## src/rtl/mlc_stair_pkg.sv

```systemverilog
package mlc_stair_pkg;
  typedef enum logic [2:0] {
    ST_IDLE, ST_CMP, ST_P2_PULSE, ST_P2_VFY, ST_P3_PULSE
  } seq_st_e;

  // charge level: 11 -> 0, 10 -> 1, 01 -> 2, 00 -> 3
  function automatic logic [1:0] cell_lvl(input logic [1:0] code);
    return ~code;
  endfunction
endpackage

```

## src/rtl/mlc_cell_cmp.sv

```systemverilog
module mlc_cell_cmp
  import mlc_stair_pkg::*;
#(
  parameter int NCELL = 8
) (
  input  logic [2*NCELL-1:0] tgt_i,
  input  logic [2*NCELL-1:0] cur_i,
  output logic [NCELL-1:0]   need2_o,
  output logic [NCELL-1:0]   need3_o,
  output logic [NCELL-1:0]   err_o
);
  for (genvar g = 0; g < NCELL; g++) begin : g_cell
    logic [1:0] t, c;
    logic       up;
    assign t          = tgt_i[2*g +: 2];
    assign c          = cur_i[2*g +: 2];
    assign up         = cell_lvl(t) > cell_lvl(c);
    assign err_o[g]   = cell_lvl(t) < cell_lvl(c);
    assign need2_o[g] = up && (t != 2'b00);
    assign need3_o[g] = up && (t == 2'b00);
  end
endmodule

```

## src/rtl/mlc_vfy_mask.sv

```systemverilog
module mlc_vfy_mask #(
  parameter int NCELL = 8
) (
  input  logic               clk_i,
  input  logic               rst_ni,
  input  logic               load_i,
  input  logic [NCELL-1:0]   load_val_i,
  input  logic               vfy_i,
  input  logic [2*NCELL-1:0] tgt_i,
  input  logic [NCELL-1:0]   vfy_lo_i,
  input  logic [NCELL-1:0]   vfy_hi_i,
  output logic [NCELL-1:0]   mask_o,
  output logic               nxt_empty_o
);
  logic [NCELL-1:0] mask_q, hit, nxt;

  for (genvar g = 0; g < NCELL; g++) begin : g_hit
    assign hit[g] = (tgt_i[2*g +: 2] == 2'b10) ? vfy_lo_i[g] : vfy_hi_i[g];
  end

  assign nxt         = mask_q & ~hit;
  assign nxt_empty_o = (nxt == '0);
  assign mask_o      = mask_q;

  always_ff @(posedge clk_i or negedge rst_ni) begin
    if (!rst_ni)     mask_q <= '0;
    else if (load_i) mask_q <= load_val_i;
    else if (vfy_i)  mask_q <= nxt;
  end


  mask_grow_chk: assert property (@(posedge clk_i) disable iff (!rst_ni)
    !$past(load_i) |-> (mask_q & ~$past(mask_q)) == '0);
endmodule

```

## src/rtl/mlc_stair_prog.sv

```systemverilog
module mlc_stair_prog
  import mlc_stair_pkg::*;
#(
  parameter int NCELL  = 8,
  parameter int STEPS  = 107,
  parameter int HOLD_W = 4,
  localparam int STEP_W = $clog2(STEPS)
) (
  input  logic               clk_i,
  input  logic               rst_ni,
  input  logic               start_i,
  input  logic [HOLD_W-1:0]  hold_i,
  input  logic [2*NCELL-1:0] wbuf_i,
  input  logic [2*NCELL-1:0] rdat_i,
  input  logic [NCELL-1:0]   vfy_lo_i,
  input  logic [NCELL-1:0]   vfy_hi_i,
  output logic [STEP_W-1:0]  step_o,
  output logic [NCELL-1:0]   pgm_en_o,
  output logic               busy_o,
  output logic               done_o,
  output logic               fail_o,
  output logic               cmp_err_o
);
  localparam logic [STEP_W-1:0] STEP_MAX = STEP_W'(STEPS - 1);

  seq_st_e            st_q;
  logic [2*NCELL-1:0] tgt_q, cur_q;
  logic [HOLD_W-1:0]  hold_q, hold_eff, reload, cnt_q;
  logic [STEP_W-1:0]  step_q;
  logic [NCELL-1:0]   need2, need3, err_v, mask2, mask3_q, erased_v;
  logic               nxt_empty, done_q, fail_q, err_q;

  mlc_cell_cmp #(.NCELL(NCELL)) u_cmp (
    .tgt_i(tgt_q), .cur_i(cur_q),
    .need2_o(need2), .need3_o(need3), .err_o(err_v)
  );

  mlc_vfy_mask #(.NCELL(NCELL)) u_mask (
    .clk_i, .rst_ni,
    .load_i(st_q == ST_CMP), .load_val_i(need2),
    .vfy_i(st_q == ST_P2_VFY), .tgt_i(tgt_q),
    .vfy_lo_i, .vfy_hi_i,
    .mask_o(mask2), .nxt_empty_o(nxt_empty)
  );

  assign hold_eff = (hold_q == '0) ? HOLD_W'(1) : hold_q;
  assign reload   = hold_eff - HOLD_W'(1);

  always_ff @(posedge clk_i or negedge rst_ni) begin
    if (!rst_ni) begin
      st_q <= ST_IDLE; tgt_q <= '0; cur_q <= '0; hold_q <= '0;
      cnt_q <= '0; step_q <= '0; mask3_q <= '0;
      done_q <= 1'b0; fail_q <= 1'b0; err_q <= 1'b0;
    end else begin
      unique case (st_q)
        ST_IDLE: if (start_i) begin
          tgt_q <= wbuf_i; cur_q <= rdat_i; hold_q <= hold_i;
          step_q <= '0; done_q <= 1'b0; fail_q <= 1'b0; err_q <= 1'b0;
          st_q <= ST_CMP;
        end
        ST_CMP: begin
          err_q   <= |err_v;
          mask3_q <= need3;
          cnt_q   <= reload;
          if (|need2)      st_q <= ST_P2_PULSE;
          else if (|need3) st_q <= ST_P3_PULSE;
          else begin done_q <= 1'b1; st_q <= ST_IDLE; end
        end
        ST_P2_PULSE: begin
          if (cnt_q == '0) st_q <= ST_P2_VFY;
          else             cnt_q <= cnt_q - HOLD_W'(1);
        end
        ST_P2_VFY: begin
          cnt_q <= reload;
          if (nxt_empty) begin
            if (|mask3_q) st_q <= ST_P3_PULSE;
            else begin done_q <= 1'b1; st_q <= ST_IDLE; end
          end else if (step_q == STEP_MAX) begin
            fail_q <= 1'b1; done_q <= 1'b1; st_q <= ST_IDLE;
          end else begin
            step_q <= step_q + STEP_W'(1);
            st_q   <= ST_P2_PULSE;
          end
        end
        ST_P3_PULSE: begin
          if (cnt_q != '0) cnt_q <= cnt_q - HOLD_W'(1);
          else if (step_q == STEP_MAX) begin
            done_q <= 1'b1; st_q <= ST_IDLE;
          end else begin
            step_q <= step_q + STEP_W'(1);
            cnt_q  <= reload;
          end
        end
        default: st_q <= ST_IDLE;
      endcase
    end
  end

  always_comb begin
    pgm_en_o = '0;
    if (st_q == ST_P2_PULSE)      pgm_en_o = mask2;
    else if (st_q == ST_P3_PULSE) pgm_en_o = mask3_q;
  end

  for (genvar g = 0; g < NCELL; g++) begin : g_er
    assign erased_v[g] = (tgt_q[2*g +: 2] == 2'b11);
  end

  assign step_o    = step_q;
  assign busy_o    = (st_q != ST_IDLE);
  assign done_o    = done_q;
  assign fail_o    = fail_q;
  assign cmp_err_o = err_q;


  erased_pulse_chk: assert property (@(posedge clk_i) disable iff (!rst_ni)
    (pgm_en_o & erased_v) == '0);

  err_pulse_chk: assert property (@(posedge clk_i) disable iff (!rst_ni)
    (pgm_en_o & err_v) == '0);

  step_inc_chk: assert property (@(posedge clk_i) disable iff (!rst_ni)
    busy_o && $past(busy_o) |->
      (step_o == $past(step_o)) || (step_o == $past(step_o) + STEP_W'(1)));

  capture_hold_chk: assert property (@(posedge clk_i) disable iff (!rst_ni)
    busy_o && $past(busy_o) |-> $stable(tgt_q) && $stable(hold_q));

  end_done_chk: assert property (@(posedge clk_i) disable iff (!rst_ni)
    $fell(busy_o) |-> done_o);

  fail_done_chk: assert property (@(posedge clk_i) disable iff (!rst_ni)
    fail_o |-> done_o);
endmodule

```

## config.mk

```make
export PLATFORM = sky130hd
export DESIGN_NAME = mlc_stair_prog
export DESIGN_NICKNAME = d
export VERILOG_FILES = /design/src/rtl/mlc_stair_pkg.sv /design/src/rtl/mlc_cell_cmp.sv /design/src/rtl/mlc_vfy_mask.sv /design/src/rtl/mlc_stair_prog.sv
export SDC_FILE = /design/constraint.sdc
export NUM_CORES = 1
export LEC_CHECK = 0
export ABC_AREA = 1
export BUFFER_PORTS_ARGS = -buffer_cell sky130_fd_sc_hd__clkbuf_2
export CORE_MARGIN = 3
export CORE_UTILIZATION = 35
export CTS_BUF_LIST = sky130_fd_sc_hd__clkbuf_4 sky130_fd_sc_hd__clkbuf_8 sky130_fd_sc_hd__clkbuf_16
export CTS_CLUSTER_DIAMETER = 120
export DETAILED_ROUTE_END_ITERATION = 16
export GPL_ROUTABILITY_DRIVEN = 0
export GPL_TIMING_DRIVEN = 0
export REMOVE_ABC_BUFFERS = 1
export SYNTH_ARGS = -nofsm -noshare
export SYNTH_HDL_FRONTEND = slang
export SYNTH_SLANG_ARGS = --single-unit
```

## constraint.sdc

```tcl
create_clock -name clk_i -period 4.7 [get_ports clk_i]
set_input_delay 0.47 -clock clk_i [delete_from_list [all_inputs] [get_ports clk_i]]
set_output_delay 0.47 -clock clk_i [all_outputs]
set_load 0.01 [all_outputs]
```

* After elaboration in Yosys (flattened, before gate mapping)
Cells that the tools add are included.
Storage, ports and cells: logic and storage cells 172, output and inout port bits 19, bits in registers 69
Operators by class: bitwise operators 18, eq/ne operators 24, reductions and logical operators 56, multiplexer cells 44, $add $sub $neg 3, order comparisons 16
Operators by type and width (number):
- $mux W8 | 4
- $not A2 Y2 | 16
- $reduce_or A8 Y1 | 4
- $mux W7 | 4
- $mux W3 | 8
- $reduce_bool A2 Y1 | 11
- $pmux W7 S3 | 1
- $ne A2 B2 Y1 const B | 9
- $mux W1 | 17
- $eq A2 B2 Y1 const B | 8
- $gt A2 B2 Y1 | 8
- $logic_and A1 B1 Y1 | 16
- $logic_not A2 Y1 | 8
- $lt A2 B2 Y1 | 8
- $mux W4 | 4
- $pmux W3 S5 | 1
- $pmux W4 S3 | 1
- $reduce_and A4 Y1 | 3
- $reduce_bool A3 Y1 | 3
- $and A8 B8 Y8 | 1
- $logic_not A4 Y1 | 2
- $logic_not A8 Y1 | 1
- $not A8 Y8 | 1
- $reduce_bool A4 Y1 | 2
- 15 further kinds | 20

* Logic depth before layout (Yosys ltp)
word-level depth 7, depth in mapped cells 13, gate-level depth less buffers 13

* Modules after synthesis
Synthesis repeated with hierarchy kept, for this count alone.
Second synthesis, totals: cells, all modules 511, area, all modules 4175.3 um2
By module, submodules not included:
- mlc_stair_prog | times used 1, seq. area each 1526.5 um2, area an instance 3000.4 um2, cells an instance 313
- mlc_cell_cmp | times used 1, seq. area each 0.0 um2, area an instance 630.6 um2, cells an instance 120
- mlc_vfy_mask | times used 1, seq. area each 200.2 um2, area an instance 544.3 um2, cells an instance 78

* Worst setup path after synthesis
No wires, ideal clock.
kind reg2reg, from reg step_q[0], in the netlist step_o[0], to reg step_q[0], in the netlist step_o[0], data arrival time 1.534 ns, slack 3.039 ns, library setup time 0.127 ns, cell stages (with the launch flop) 12, path buffers 0, required time 4.573 ns, path through dfrtp_1 inv_1 ha_1 inv_1 nor3_1 nand2_1 o21ai_0 nor2_1 nand2_2 inv_2 nand3_1 o21ai_0
Between the ends: longest elaborated chain between the ends 4
Ends and longest elaborated chain:
- start, declared | line mlc_stair_prog.sv:29 | logic [STEP_W-1:0] step_q;
- start signal, assigned | line mlc_stair_prog.sv:81 | step_q <= step_q + STEP_W'(1);
- start signal, assigned | line mlc_stair_prog.sv:90 | step_q <= step_q + STEP_W'(1);
- $add A7 B1 Y7 or $eq A7 B7 Y1 (tied branches)
- $mux W7 (*) | line mlc_stair_prog.sv:78, mlc_stair_prog.sv:87
- $mux W7 (on tied branches) | line mlc_stair_prog.sv:86, mlc_stair_prog.sv:75
- $pmux W7 S3 (*) | line mlc_stair_prog.sv:55 | unique case (st_q)
Mark *: on every way between the ends. The rest lies on a longest branch, timed or not. The select of a mux whose other input is x is not followed. A chain may end at the register's enable or synchronous reset.

* Final worst setup path
from reg st_q[0], to reg fail_q, in the netlist fail_o
Between the ends: longest elaborated chain between the ends 3
Ends and longest elaborated chain:
- start, declared | line mlc_stair_prog.sv:26 | seq_st_e st_q;
- start signal, assigned | line mlc_stair_prog.sv:51 | st_q <= ST_IDLE; tgt_q <= '0; cur_q <= '0; hold_q <= '0;
- start signal, assigned | line mlc_stair_prog.sv:59 | st_q <= ST_CMP;
- start signal, assigned | line mlc_stair_prog.sv:65 | if (|need2) st_q <= ST_P2_PULSE;
- $eq A3 B2 Y1 or $logic_not A3 Y1 (tied branches) | line mlc_stair_prog.sv:55
- $ne A2 B2 Y1 (no line) or $reduce_bool A2 Y1 (tied branches)
- $reduce_and A4 Y1 (no line)
- end signal, assigned | line mlc_stair_prog.sv:53 | done_q <= 1'b0; fail_q <= 1'b0; err_q <= 1'b0;
- end signal, assigned | line mlc_stair_prog.sv:58 | step_q <= '0; done_q <= 1'b0; fail_q <= 1'b0; err_q <= 1'b0;
- end signal, assigned | line mlc_stair_prog.sv:79 | fail_q <= 1'b1; done_q <= 1'b1; st_q <= ST_IDLE;
- end, declared | line mlc_stair_prog.sv:31 | logic nxt_empty, done_q, fail_q, err_q;
Parallel ways exist; a longest one is shown, timed or not.

==> flow_metrics.py <==
metrics = {
    "clock_tree": {
        "cts_max_level": 3,
        "cts_setup_buffers": 0,
        "clk_path_buf_depth": 2,
        "cts_hold_buf": 0,
        "cts_tree": "yes",
        "insertion_delay_ns": 0.35,
        "cts_buffers": 9,
        "cts_resized": 0,
        "cts_sinks": 69,
        "path_clk_slew_ns": 0.08,
        "root_buffer": "clkbuf_8",
    },
    "worst_setup_path": {
        "critPathLaunchType": "register",
        "crit_family": "simple AND/OR/NAND/NOR gates",
        "worstPathCellList": "nor2_2, nand2_2, nor2_4, inv_1, o21ai_0, a21oi_1, nor2_1",
        "slowest_delay_ns": 0.89,
        "worstSetupPathType": "reg2reg",
        "r2r_cells": 7,
        "required_ns": 4.98,
        "cp_slowest_cell": "nor2_4",
        "cp-end-kind": "register",
        "worst-path-stages": 7,
        "critPathBufInv": 1,
        "crit_fanout": 64,
        "worstPathArrival_ns": 3.33,
    },
    "run": {
        "maxCapViolations": 0,
    },
    "timing": {
        "min_period_over_period_pct": 64.8,
        "setup_viol_count_final": 0,
        "hold_viol_final": 0,
        "min_period_ns": 3.05,
        "fmax_mhz": 328,
        "slew_violations": 0,
        "finalSetupTns_ns": 0,
        "rsz0062_at_grt": "no",
        "slew_headroom_pct": 23.3,
        "tightest_slew_ns": 1.15,
        "layout_setup_ws_ns": 1.65,
        "finClkSkew_ns": 0.00902,
    },
    "synthesis": {
        "synth-edff-count": 0,
        "syn_area_um2": 3860,
        "synth_cells": 510,
        "ys_seq_area_share_pct": 44.7,
        "async_reset_ff_share_pct": 100,
        "synth_seq_cells": 69,
        "synthTopCellsByArea": "dfrtp_1 (45%), nand2_1 (17%), ha_1 (6.5%), o21ai_0 (6.3%), inv_1 (6.1%)",
        "yosys_warnings": 0,
        "avgSynthCellArea_um2": 7.57,
        "synth_top_area_share_pct": 44.7,
        "ys.flop_type": "dfrtp_1",
        "synth.largest_area_cell": "dfrtp_1",
        "yosysUniqueCellTypes": 30,
    },
    "floorplan": {
        "initial_core_util_pct": 36.8,
        "rows": 37,
        "die_w_um": 111,
        "fp.dieH_um": 111,
        "io_pins": 74,
        "dieArea_um2": 12300,
        "core-area_um2": 10500,
    },
    "global_route": {
        "overflow": 0,
        "antenna_found_initial": 0,
        "grt_max_degree": 65,
        "grt_usage_pct": 16.0,
        "grt_pass1_vias": 3526,
        "grt_pass1_wl_um": 16300,
    },
    "pwr": {
        "vdd_drop_max_mv": 0.244,
        "p_per_area_nw_per_um2": 668,
        "leakage_nw": 2.40,
    },
    "cells_and_area": {
        "fin_nets": 657,
        "layout-drive-gt1-share_pct": 16.7,
        "num-fill-cells": 1075,
        "final-seq-area_um2": 1730,
        "areaGrowthSynthToFinish_pct": 18.7,
        "antennaDiodeCount": 0,
        "multi_input_comb_area_um2": 1830,
    },
    "placement": {
        "hpwl_um": 7150,
        "portBuffers": 73,
        "post-place-ws_ns": 1.61,
    },
    "outcome": {
        "status": "finished clean",
    },
    "detailed_routing": {
        "drt-initial-drc-count": 127,
        "antenna_left": 0,
        "drc_errors": 0,
        "wl_per_cell_um": 13.1,
        "num_vias": 3521,
        "first_pass_iters": 4,
        "drt-total-wl_um": 9490,
        "vias_per_cell": 4.87,
    },
    "worst_hold_path": {
        "min_path_type": "in2async",
    },
}
## sequential cells by signal, summed over array words and instances (netlist names), 3 cells and up
register and cells:
st_q 3, hold_q 4, tgt_q 16, cnt_q 4, cur_q 16, step_o 7
mask3_q 8, u_mask.mask_o 8
## final timing paths
kind	from	to	slack (ns)
setup reg to reg	st_q[0]	fail_o	1.65
max in group asynchronous	rst_ni	cur_q[12]	4.07
hold / removal	rst_ni	step_o[2]	0.06
min in group clk_i	hold_i[0]	hold_q[0]	0.31
hold reg to reg	cur_q[5]	cur_q[5]	0.48
setup / recovery	st_q[0]	fail_o	1.65
## final cells by class
| cell class | instances | share of cell area [%] |
|---|---|---|
| Clock buffer | 9 | 2.70 |
| Clock inverter | 7 | 2.16 |
| Inverter | 65 | 5.32 |
| Multi-Input combinational cell | 363 | 39.8 |
| Sequential cell | 69 | 37.7 |
| Tap cell | 136 | 3.71 |
| Timing Repair Buffer | 74 | 8.62 |
## Yosys cell counts, types with 3 or more instances
| master | number |
|---|---|
| clkbuf_1 | 7 |
| ha_1 | 20 |
| dfrtp_1 | 69 |
| nor2_1 | 24 |
| buf_2 | 4 |
| o221ai_1 | 9 |
| nor3_1 | 4 |
| nor4_1 | 3 |
| nand2_1 | 171 |
| a21oi_1 | 10 |
| inv_1 | 63 |
| nand4_1 | 11 |
| nand3_1 | 41 |
| o21ai_0 | 49 |
| o21ai_1 | 3 |
## metal layers
metal | routed length (µm) | share of wire [%] | GRT usage [%]
met5 | 0 | 0 | 0
met4 | 97 | 1.0 | 4.14
met3 | 441 | 4.6 | 4.42
met2 | 4510 | 47 | 26.4
met1 | 4450 | 47 | 20.9
## layout by cell type (no fill, tap or decap), drive strengths merged
cell and count:
o21bai 1, o221ai 9, nand3b 2, o31ai 1
nand4 11, inv 66, ha 20, clkinv 3
or2 1, buf 1, clkinvlp 1, o211ai 1
nand2 173, nor2 27, a32o 2, a21oi 10
nor3 4, clkbuf 82, o21ai 52, a211oi 1
dfrtp 69, bufinv 2, nor4 3, nand3 41
xor2 2, xnor2 2
## through the flow
step | instance area (µm²) | util (%) | power, W | instances | hold slack, ns
6_report | 4590 | 43.6 | 0.00306 | 723 | 0.0641
5_1_grt | 4590 | 43.6 | 0.00340 | 723 | 0.0775
4_1_cts | 4590 | 43.6 | 0.00311 | 723 | 0.0617
3_5_place_dp | 4360 | 41.5 | 0.00254 | 707 | 0.450
3_3_place_gp | 4330 | 41.2 | 0.00249 | 706 | 0.461
2_1_floorplan | 3800 | - | 0.00209 | 497 | 0.174
## logic make-up after synthesis
family          synth area share [%]
simple gates                    28.5
buf+inv                         8.00
compound gates                  11.4
flops                           44.7
fa+ha+maj                       6.48
xor+xnor                       0.907
## power by group
group	total (W)	switching [W]	internal, W
Clock	0.000551	0.000250	0.000301
Sequential	0.000988	0.000155	0.000833
Combinational	0.00152	0.00100	0.000520
Total	0.00306	0.00141	0.00165
Power figures use the tool's default switching activity.
